==> src/rtl/fcsm_pkg.sv <==
package fcsm_pkg;

  typedef enum logic [3:0] {
    M_READ      = 4'd0,
    M_PGM_ARM   = 4'd1,
    M_ERS_ARM   = 4'd2,
    M_PGM_BUSY  = 4'd3,
    M_ERS_BUSY  = 4'd4,
    M_SUSP      = 4'd5,
    M_SUSP_ARM  = 4'd6,
    M_SPGM_BUSY = 4'd7,
    M_ERROR     = 4'd8
  } fcsm_mode_e;

  localparam logic [11:0] UNLK_ADDR1 = 12'h555;
  localparam logic [11:0] UNLK_ADDR2 = 12'h2AA;
  localparam logic [7:0]  UNLK_DATA1 = 8'hAA;
  localparam logic [7:0]  UNLK_DATA2 = 8'h55;

  localparam logic [7:0] CMD_PROGRAM = 8'hA0;
  localparam logic [7:0] CMD_ERS_SET = 8'h80;
  localparam logic [7:0] CMD_SUSPEND = 8'hB0;
  localparam logic [7:0] CMD_CONFIRM = 8'h30;
  localparam logic [7:0] CMD_RESET   = 8'hF0;

endpackage

==> src/rtl/fcsm_unlock.sv <==
module fcsm_unlock
  import fcsm_pkg::*;
#(
  parameter int ADDR_W = 12
) (
  input  logic              clk,
  input  logic              rst_n,
  input  logic              en_i,
  input  logic              wr_i,
  input  logic [ADDR_W-1:0] addr_i,
  input  logic [7:0]        data_i,
  output logic              cmd_v_o,
  output logic              miss_o
);

  logic [1:0] stg_q, stg_d;
  logic       hit1, hit2;

  assign hit1 = (addr_i == ADDR_W'(UNLK_ADDR1)) && (data_i == UNLK_DATA1);
  assign hit2 = (addr_i == ADDR_W'(UNLK_ADDR2)) && (data_i == UNLK_DATA2);

  always_comb begin
    stg_d   = stg_q;
    cmd_v_o = 1'b0;
    miss_o  = 1'b0;
    if (!en_i) begin
      stg_d = 2'd0;
    end else if (wr_i) begin
      case (stg_q)
        2'd0: begin
          if (hit1) stg_d = 2'd1;
          else      miss_o = 1'b1;
        end
        2'd1: begin
          if (hit2) begin
            stg_d = 2'd2;
          end else begin
            stg_d  = 2'd0;
            miss_o = 1'b1;
          end
        end
        default: begin
          stg_d   = 2'd0;
          cmd_v_o = 1'b1;
        end
      endcase
    end
  end

  always_ff @(posedge clk or negedge rst_n) begin
    if (!rst_n) stg_q <= 2'd0;
    else        stg_q <= stg_d;
  end

endmodule

==> src/rtl/fcsm_timer.sv <==
module fcsm_timer #(
  parameter int CNT_W = 6
) (
  input  logic             clk,
  input  logic             rst_n,
  input  logic             clr_i,
  input  logic             load_i,
  input  logic [CNT_W-1:0] load_val_i,
  input  logic             run_i,
  output logic             done_o,
  output logic [CNT_W-1:0] cnt_o
);

  logic [CNT_W-1:0] cnt_q, cnt_d;
  logic             cnt_en;

  assign done_o = run_i && !load_i && (cnt_q == '0);
  assign cnt_en = clr_i || load_i || (run_i && (cnt_q != '0));

  always_comb begin
    cnt_d = cnt_q;
    if (clr_i)       cnt_d = '0;
    else if (load_i) cnt_d = load_val_i;
    else if (run_i)  cnt_d = cnt_q - 1'b1;
  end

  always_ff @(posedge clk or negedge rst_n) begin
    if (!rst_n)      cnt_q <= '0;
    else if (cnt_en) cnt_q <= cnt_d;
  end

  assign cnt_o = cnt_q;

endmodule

==> src/rtl/fcsm_rd_sel.sv <==
module fcsm_rd_sel
  import fcsm_pkg::*;
#(
  parameter int SECT_W = 3
) (
  input  fcsm_mode_e        mode_i,
  input  logic [SECT_W-1:0] susp_sect_i,
  input  logic [SECT_W-1:0] rd_sect_i,
  output logic              status_o
);

  always_comb begin
    case (mode_i)
      M_PGM_BUSY, M_ERS_BUSY, M_SPGM_BUSY, M_ERROR: status_o = 1'b1;
      M_SUSP, M_SUSP_ARM: status_o = (rd_sect_i == susp_sect_i);
      default: status_o = 1'b0;
    endcase
  end

endmodule

==> src/rtl/flash_cmd_fsm.sv <==
module flash_cmd_fsm
  import fcsm_pkg::*;
#(
  parameter int ADDR_W  = 12,
  parameter int SECT_N  = 8,
  parameter int PGM_CYC = 6,
  parameter int ERS_CYC = 24,
  parameter int IGN_CYC = 2,
  localparam int SECT_W = (SECT_N > 1) ? $clog2(SECT_N) : 1
) (
  input  logic              clk,
  input  logic              rst_n,
  input  logic              lockout_i,
  input  logic              tmp_unprot_i,
  input  logic [SECT_N-1:0] sect_prot_i,
  input  logic              algo_fail_i,
  input  logic              wr_en_i,
  input  logic [ADDR_W-1:0] wr_addr_i,
  input  logic [7:0]        wr_data_i,
  input  logic [SECT_W-1:0] wr_sect_i,
  input  logic [SECT_W-1:0] rd_sect_i,
  output logic              rd_status_o,
  output logic [3:0]        mode_o
);

  localparam int MAX_CYC = (ERS_CYC > PGM_CYC) ?
                           ((ERS_CYC > IGN_CYC) ? ERS_CYC : IGN_CYC) :
                           ((PGM_CYC > IGN_CYC) ? PGM_CYC : IGN_CYC);
  localparam int CNT_W = $clog2(MAX_CYC + 1);

  fcsm_mode_e       mode_q, mode_d;
  logic [SECT_W-1:0] susp_sect_q, susp_sect_d;
  logic             wr_ok, trk_en, cmd_v, miss, tgt_prot;
  logic             pgm_load, pgm_run, pgm_done;
  logic             ers_load, ers_run, ers_done;
  logic [CNT_W-1:0] pgm_val, pgm_cnt, ers_cnt;

  assign wr_ok    = wr_en_i && !lockout_i;
  assign tgt_prot = sect_prot_i[wr_sect_i] && !tmp_unprot_i;
  assign pgm_run  = (mode_q == M_PGM_BUSY) || (mode_q == M_SPGM_BUSY);
  assign ers_run  = (mode_q == M_ERS_BUSY);

  fcsm_unlock #(.ADDR_W(ADDR_W)) unlock_i (
    .clk     (clk),
    .rst_n   (rst_n),
    .en_i    (trk_en && !lockout_i),
    .wr_i    (wr_ok),
    .addr_i  (wr_addr_i),
    .data_i  (wr_data_i),
    .cmd_v_o (cmd_v),
    .miss_o  (miss)
  );

  fcsm_timer #(.CNT_W(CNT_W)) pgm_tmr_i (
    .clk        (clk),
    .rst_n      (rst_n),
    .clr_i      (lockout_i),
    .load_i     (pgm_load),
    .load_val_i (pgm_val),
    .run_i      (pgm_run),
    .done_o     (pgm_done),
    .cnt_o      (pgm_cnt)
  );

  fcsm_timer #(.CNT_W(CNT_W)) ers_tmr_i (
    .clk        (clk),
    .rst_n      (rst_n),
    .clr_i      (lockout_i),
    .load_i     (ers_load),
    .load_val_i (CNT_W'(ERS_CYC - 1)),
    .run_i      (ers_run),
    .done_o     (ers_done),
    .cnt_o      (ers_cnt)
  );

  always_comb begin
    mode_d      = mode_q;
    susp_sect_d = susp_sect_q;
    trk_en      = 1'b0;
    pgm_load    = 1'b0;
    pgm_val     = tgt_prot ? CNT_W'(IGN_CYC - 1) : CNT_W'(PGM_CYC - 1);
    ers_load    = 1'b0;
    case (mode_q)
      M_READ: begin
        trk_en = 1'b1;
        if (cmd_v && wr_data_i == CMD_PROGRAM)      mode_d = M_PGM_ARM;
        else if (cmd_v && wr_data_i == CMD_ERS_SET) mode_d = M_ERS_ARM;
      end
      M_PGM_ARM: begin
        if (wr_ok) begin
          pgm_load = 1'b1;
          mode_d   = M_PGM_BUSY;
        end
      end
      M_ERS_ARM: begin
        trk_en = 1'b1;
        if (miss) begin
          mode_d = M_READ;
        end else if (cmd_v) begin
          if (wr_data_i != CMD_CONFIRM) begin
            mode_d = M_READ;
          end else if (tgt_prot) begin
            pgm_load = 1'b1;
            mode_d   = M_PGM_BUSY;
          end else begin
            ers_load    = 1'b1;
            susp_sect_d = wr_sect_i;
            mode_d      = M_ERS_BUSY;
          end
        end
      end
      M_PGM_BUSY: begin
        if (algo_fail_i)   mode_d = M_ERROR;
        else if (pgm_done) mode_d = M_READ;
      end
      M_ERS_BUSY: begin
        trk_en = 1'b1;
        if (algo_fail_i)   mode_d = M_ERROR;
        else if (ers_done) mode_d = M_READ;
        else if (cmd_v && wr_data_i == CMD_SUSPEND) mode_d = M_SUSP;
      end
      M_SUSP: begin
        trk_en = 1'b1;
        if (cmd_v && wr_data_i == CMD_PROGRAM)      mode_d = M_SUSP_ARM;
        else if (cmd_v && wr_data_i == CMD_CONFIRM) mode_d = M_ERS_BUSY;
      end
      M_SUSP_ARM: begin
        if (wr_ok) begin
          pgm_load = 1'b1;
          mode_d   = M_SPGM_BUSY;
        end
      end
      M_SPGM_BUSY: begin
        if (algo_fail_i)   mode_d = M_ERROR;
        else if (pgm_done) mode_d = M_SUSP;
      end
      M_ERROR: begin
        if (wr_ok && wr_data_i == CMD_RESET) mode_d = M_READ;
      end
      default: mode_d = M_READ;
    endcase
    if (lockout_i) mode_d = M_READ;
  end

  always_ff @(posedge clk or negedge rst_n) begin
    if (!rst_n) begin
      mode_q      <= M_READ;
      susp_sect_q <= '0;
    end else begin
      mode_q <= mode_d;
      if (ers_load) susp_sect_q <= susp_sect_d;
    end
  end

  fcsm_rd_sel #(.SECT_W(SECT_W)) rd_sel_i (
    .mode_i      (mode_q),
    .susp_sect_i (susp_sect_q),
    .rd_sect_i   (rd_sect_i),
    .status_o    (rd_status_o)
  );

  assign mode_o = mode_q;

  AST_LOCKOUT_IDLE: assert property (@(posedge clk) disable iff (!rst_n)
    lockout_i |=> (mode_q == M_READ));

  AST_ERROR_STICKY: assert property (@(posedge clk) disable iff (!rst_n)
    (mode_q == M_ERROR && !lockout_i && !(wr_en_i && wr_data_i == CMD_RESET))
    |=> (mode_q == M_ERROR));

  AST_SUSP_FROZEN: assert property (@(posedge clk) disable iff (!rst_n)
    (mode_q == M_SUSP && !lockout_i) |=> ($stable(ers_cnt) && $stable(pgm_cnt)));

  AST_BUSY_STATUS: assert property (@(posedge clk) disable iff (!rst_n)
    (mode_q == M_PGM_BUSY || mode_q == M_ERS_BUSY) |-> rd_status_o);

  AST_PROT_NO_ERASE: assert property (@(posedge clk) disable iff (!rst_n)
    (mode_q == M_ERS_ARM && cmd_v && tgt_prot) |=> (mode_q != M_ERS_BUSY));

endmodule

==> config.mk <==
export PLATFORM = sky130hd
export DESIGN_NAME = flash_cmd_fsm
export DESIGN_NICKNAME = d
export VERILOG_FILES = /design/src/rtl/fcsm_pkg.sv /design/src/rtl/fcsm_unlock.sv /design/src/rtl/fcsm_timer.sv /design/src/rtl/fcsm_rd_sel.sv /design/src/rtl/flash_cmd_fsm.sv
export SDC_FILE = /design/constraint.sdc
export NUM_CORES = 1
export LEC_CHECK = 0
export ABC_AREA = 1
export BUFFER_PORTS_ARGS = -buffer_cell sky130_fd_sc_hd__buf_2
export CAP_MARGIN = 20
export CORE_AREA = 8 8 71 73
export CTS_CLUSTER_DIAMETER = 200
export DETAILED_ROUTE_END_ITERATION = 7
export DIE_AREA = 0 0 79 81
export PLACE_DENSITY = 0.81
export REMOVE_ABC_BUFFERS = 1
export SYNTH_ARGS = -nofsm -noshare
export SYNTH_HDL_FRONTEND = slang
export SYNTH_SLANG_ARGS = --single-unit
==> constraint.sdc <==
create_clock -name clk -period 2.5 [get_ports clk]
set_input_delay 0.5 -clock clk [delete_from_list [all_inputs] [get_ports clk]]
set_output_delay 0.5 -clock clk [all_outputs]
set_load 0.01 [all_outputs]
==> results_dict.tcl <==
set metrics [dict create \
    die_w_um 79 \
    cp_cell_sequence "nand2_1 -> clkinv_1 -> nand2_2 -> inv_1 -> nor2_1 -> inv_1 -> nor2_1 -> o21ai_0 -> buf_2" \
    r2r-end "ers_tmr_i.cnt_o[2]$_DFFE_PN0P_" \
    drt_iter0_markers 111 \
    async_flop_share_pct 100 \
    path_delay_family "flip-flops" \
    fin_crit_sh_pct 88.1 \
    p_leak_nw 1.19 \
    final-hold-violation-count 0 \
    fillers 386 \
    slew_headroom_pct 69.1 \
    timing.final.ws_setup_ps 297 \
    clock_path_buffers 2 \
    rsz0062_at_grt "no" \
    synth_ff_type "dfrtp_1" \
    cts-hold-fix-buffers 0 \
    cts.sinks 19 \
    nets 394 \
    diodes 0 \
    antenna_found_initial 0 \
    numCtsBuffers 3 \
    arrival_ps 1700 \
    numPortBuffers 44 \
    ys_seq_area_share_pct 25.4 \
    h-tree-depth 1 \
    die_area_sq_um 6400 \
    maxCapViolations 0 \
    setup.worst_path.class "flop to output pin" \
    critPathBufInv 4 \
    setup_tns_ps 0 \
    worst_pin_slew_ps 464 \
    max_freq_mhz 454 \
    dp.cells 396 \
    synth_edf_count 0 \
    dp_hpwl_um 3780 \
    max_stage_delay_ps 500 \
    rows 23 \
    slew_violations 0 \
    r2r_start "mode_o[3]$_DFFE_PN0P_" \
    critPathMaxFanout 7 \
    grt_pass1_vias 1891 \
    vias_per_cell 5.05 \
    power.density_nw_per_um2 419 \
    clock_skew_ps 1.90 \
    grt_max_degree 20 \
    hold_slack_ps 184 \
    fin_crit_ps 2200 \
    synth_area_sq_um 1870 \
    instances_no_fill 400 \
    status "complete, no violations" \
    post-place-ws_ps 509 \
    drcViolationCount 0 \
    grt_overflow 0 \
    cts_resized 0 \
    dr.pass1.iters 4 \
    ioPinCount 45 \
    vias 2019 \
    ys_seq_elements 19 \
    ys_warn_count 0 \
    route.detailed.wl_per_inst_um 11.6 \
    crit_path_top_delay_cell "dfrtp_1" \
    drt-total-wl_um 4620 \
    cts-root-buf "clkbuf_8" \
    setup_viol 0 \
    start_util_pct 47.8 \
    start_kind "flop" \
    reg2reg_depth 7 \
    hp-class "input pin to asynchronous set/reset pin" \
    postRouteAntennaNets 0 \
    cp.required_ps 2000 \
    fp.dieH_um 81 \
    r2r_slack_ps 680 \
    cts.clk_slew.worst_paths_ps 70 \
    post_cts_buffers 0 \
    clock_latency_ps 260 \
    areaGrowthSynthToFinish_pct 17.2 \
    postSynthAreaPerCell_sq_um 6.16 \
    grtUsageTotal_pct 14.7 \
    vdd_drop_max_uv 303 \
    final_layout_size_suffix_gt1_share_pct 24.0 \
    cts_tree "built" \
    globalplace.congestion 0.977 \
    grt_pass1_wl_um 7850 \
    synthCells 304 \
    endpoint_kind "output pin" \
    core-area_sq_um 3910 \
    synth.distinct_cells 31 \
]
-- worst max-delay path by stage --
| stage | cells past startpoint | startpoint | endpoint |
|---|---|---|---|
| after floorplan | 6 | mode_o[2]$_DFFE_PN0P_ | rd_status_o |
| after global placement | 13 | wr_data_i[0] | mode_o[0]$_DFFE_PN0P_ |
| after detailed placement | 13 | wr_data_i[0] | mode_o[0]$_DFFE_PN0P_ |
| after CTS | 9 | mode_o[0]$_DFFE_PN0P_ | rd_status_o |
| after global routing | 9 | mode_o[0]$_DFFE_PN0P_ | rd_status_o |
| final | 9 | mode_o[0]$_DFFE_PN0P_ | rd_status_o |
-- area by class of cell --
type / instances / area, sq um / share of cell area, %
clock buffer: 3 / 41.3 / 1.88
tap: 50 / 62.6 / 2.85
timing repair buffer: 45 / 228 / 10.4
clock inverter: 1 / 5.00 / 0.228
multi-input combinational: 229 / 1180 / 53.9
sequential: 19 / 475 / 21.7
inverter: 53 / 199 / 9.07
-- through the flow --
step | instance area, sq um | utilization [%] | total power [mW]
floorplan | 1860 | - | 0.597
global placement | 2150 | 54.9 | 0.693
detailed placement | 2150 | 54.9 | 0.701
CTS | 2190 | 56.0 | 0.923
global route | 2190 | 56.0 | 0.987
finish | 2190 | 56.0 | 0.918
-- placed cells by master (no fill, tap or decap), types with 2 or more instances in the layout --
master and instances:
a21oi_1 8, buf_2 44, clkbuf_8 3, clkinv_1 2, dfrtp_1 19, ha_1 3, inv_1 44, inv_2 7
nand2_1 77, nand2_2 6, nand3_1 37, nand3_2 6, nand4_2 2, nor2_1 40, nor2_2 5, nor2_4 2
nor3_1 7, nor3_2 3, nor4_2 2, o21ai_0 13, o21ai_1 2, xnor2_1 6
-- registers in the layout, summed over array words and instances, names as in the netlist --
name,count
ers_tmr_i.cnt_o,5
pgm_tmr_i.cnt_o,5
mode_o,4
susp_sect_q,3
unlock_i.stg_q,2
-- synthesized netlist by cell type (all sizes together), types with 2 or more instances --
library cell	count	area (sq um)
ha	3	37.5
nand3	43	245
dfrtp	19	475
nor2	47	204
nand4	3	31.3
nand2	83	327
buf	3	15.0
clkinv	2	7.51
nor4	3	31.3
o21ai	15	75.1
nor3	11	81.3
a21oi	8	40.0
inv	51	191
xnor2	6	52.6
-- where the power goes --
group          switching [mW]  internal [mW]
clock                   0.109          0.111
combinational           0.201          0.130
sequential             0.0345          0.333
total                   0.345          0.574
-- layer usage --
metal	GRT usage, %	share of wire (%)	routed length [um]
met4	5.74	2.3	108
met3	2.21	6.6	307
met1	17.0	44	2010
met2	26.8	47	2190
met5	0	0	0
-- kinds of logic (layout without fill, tap and decap cells) --
kind of cell,count (synthesis),count (layout),share of synthesized area [%]
DFF,19,19,25.4
xor gates and xnor gates,7,7,3.28
adders and majority gates,3,3,2.01
and+or+nand+nor,193,193,50.5
buffers and inverters,56,102,11.4
AOI/OAI and AO/OA,26,26,7.42
-- worst register-to-register path: stages (launching register included) --
cell and delay [ps]:
dfrtp_1 440, nor2_1 220, inv_1 160, nor3_4 250, nand3_2 290, nand3_2 220
nand3_1 80, o21ai_0 90
Power figures use the tool's default switching activity.
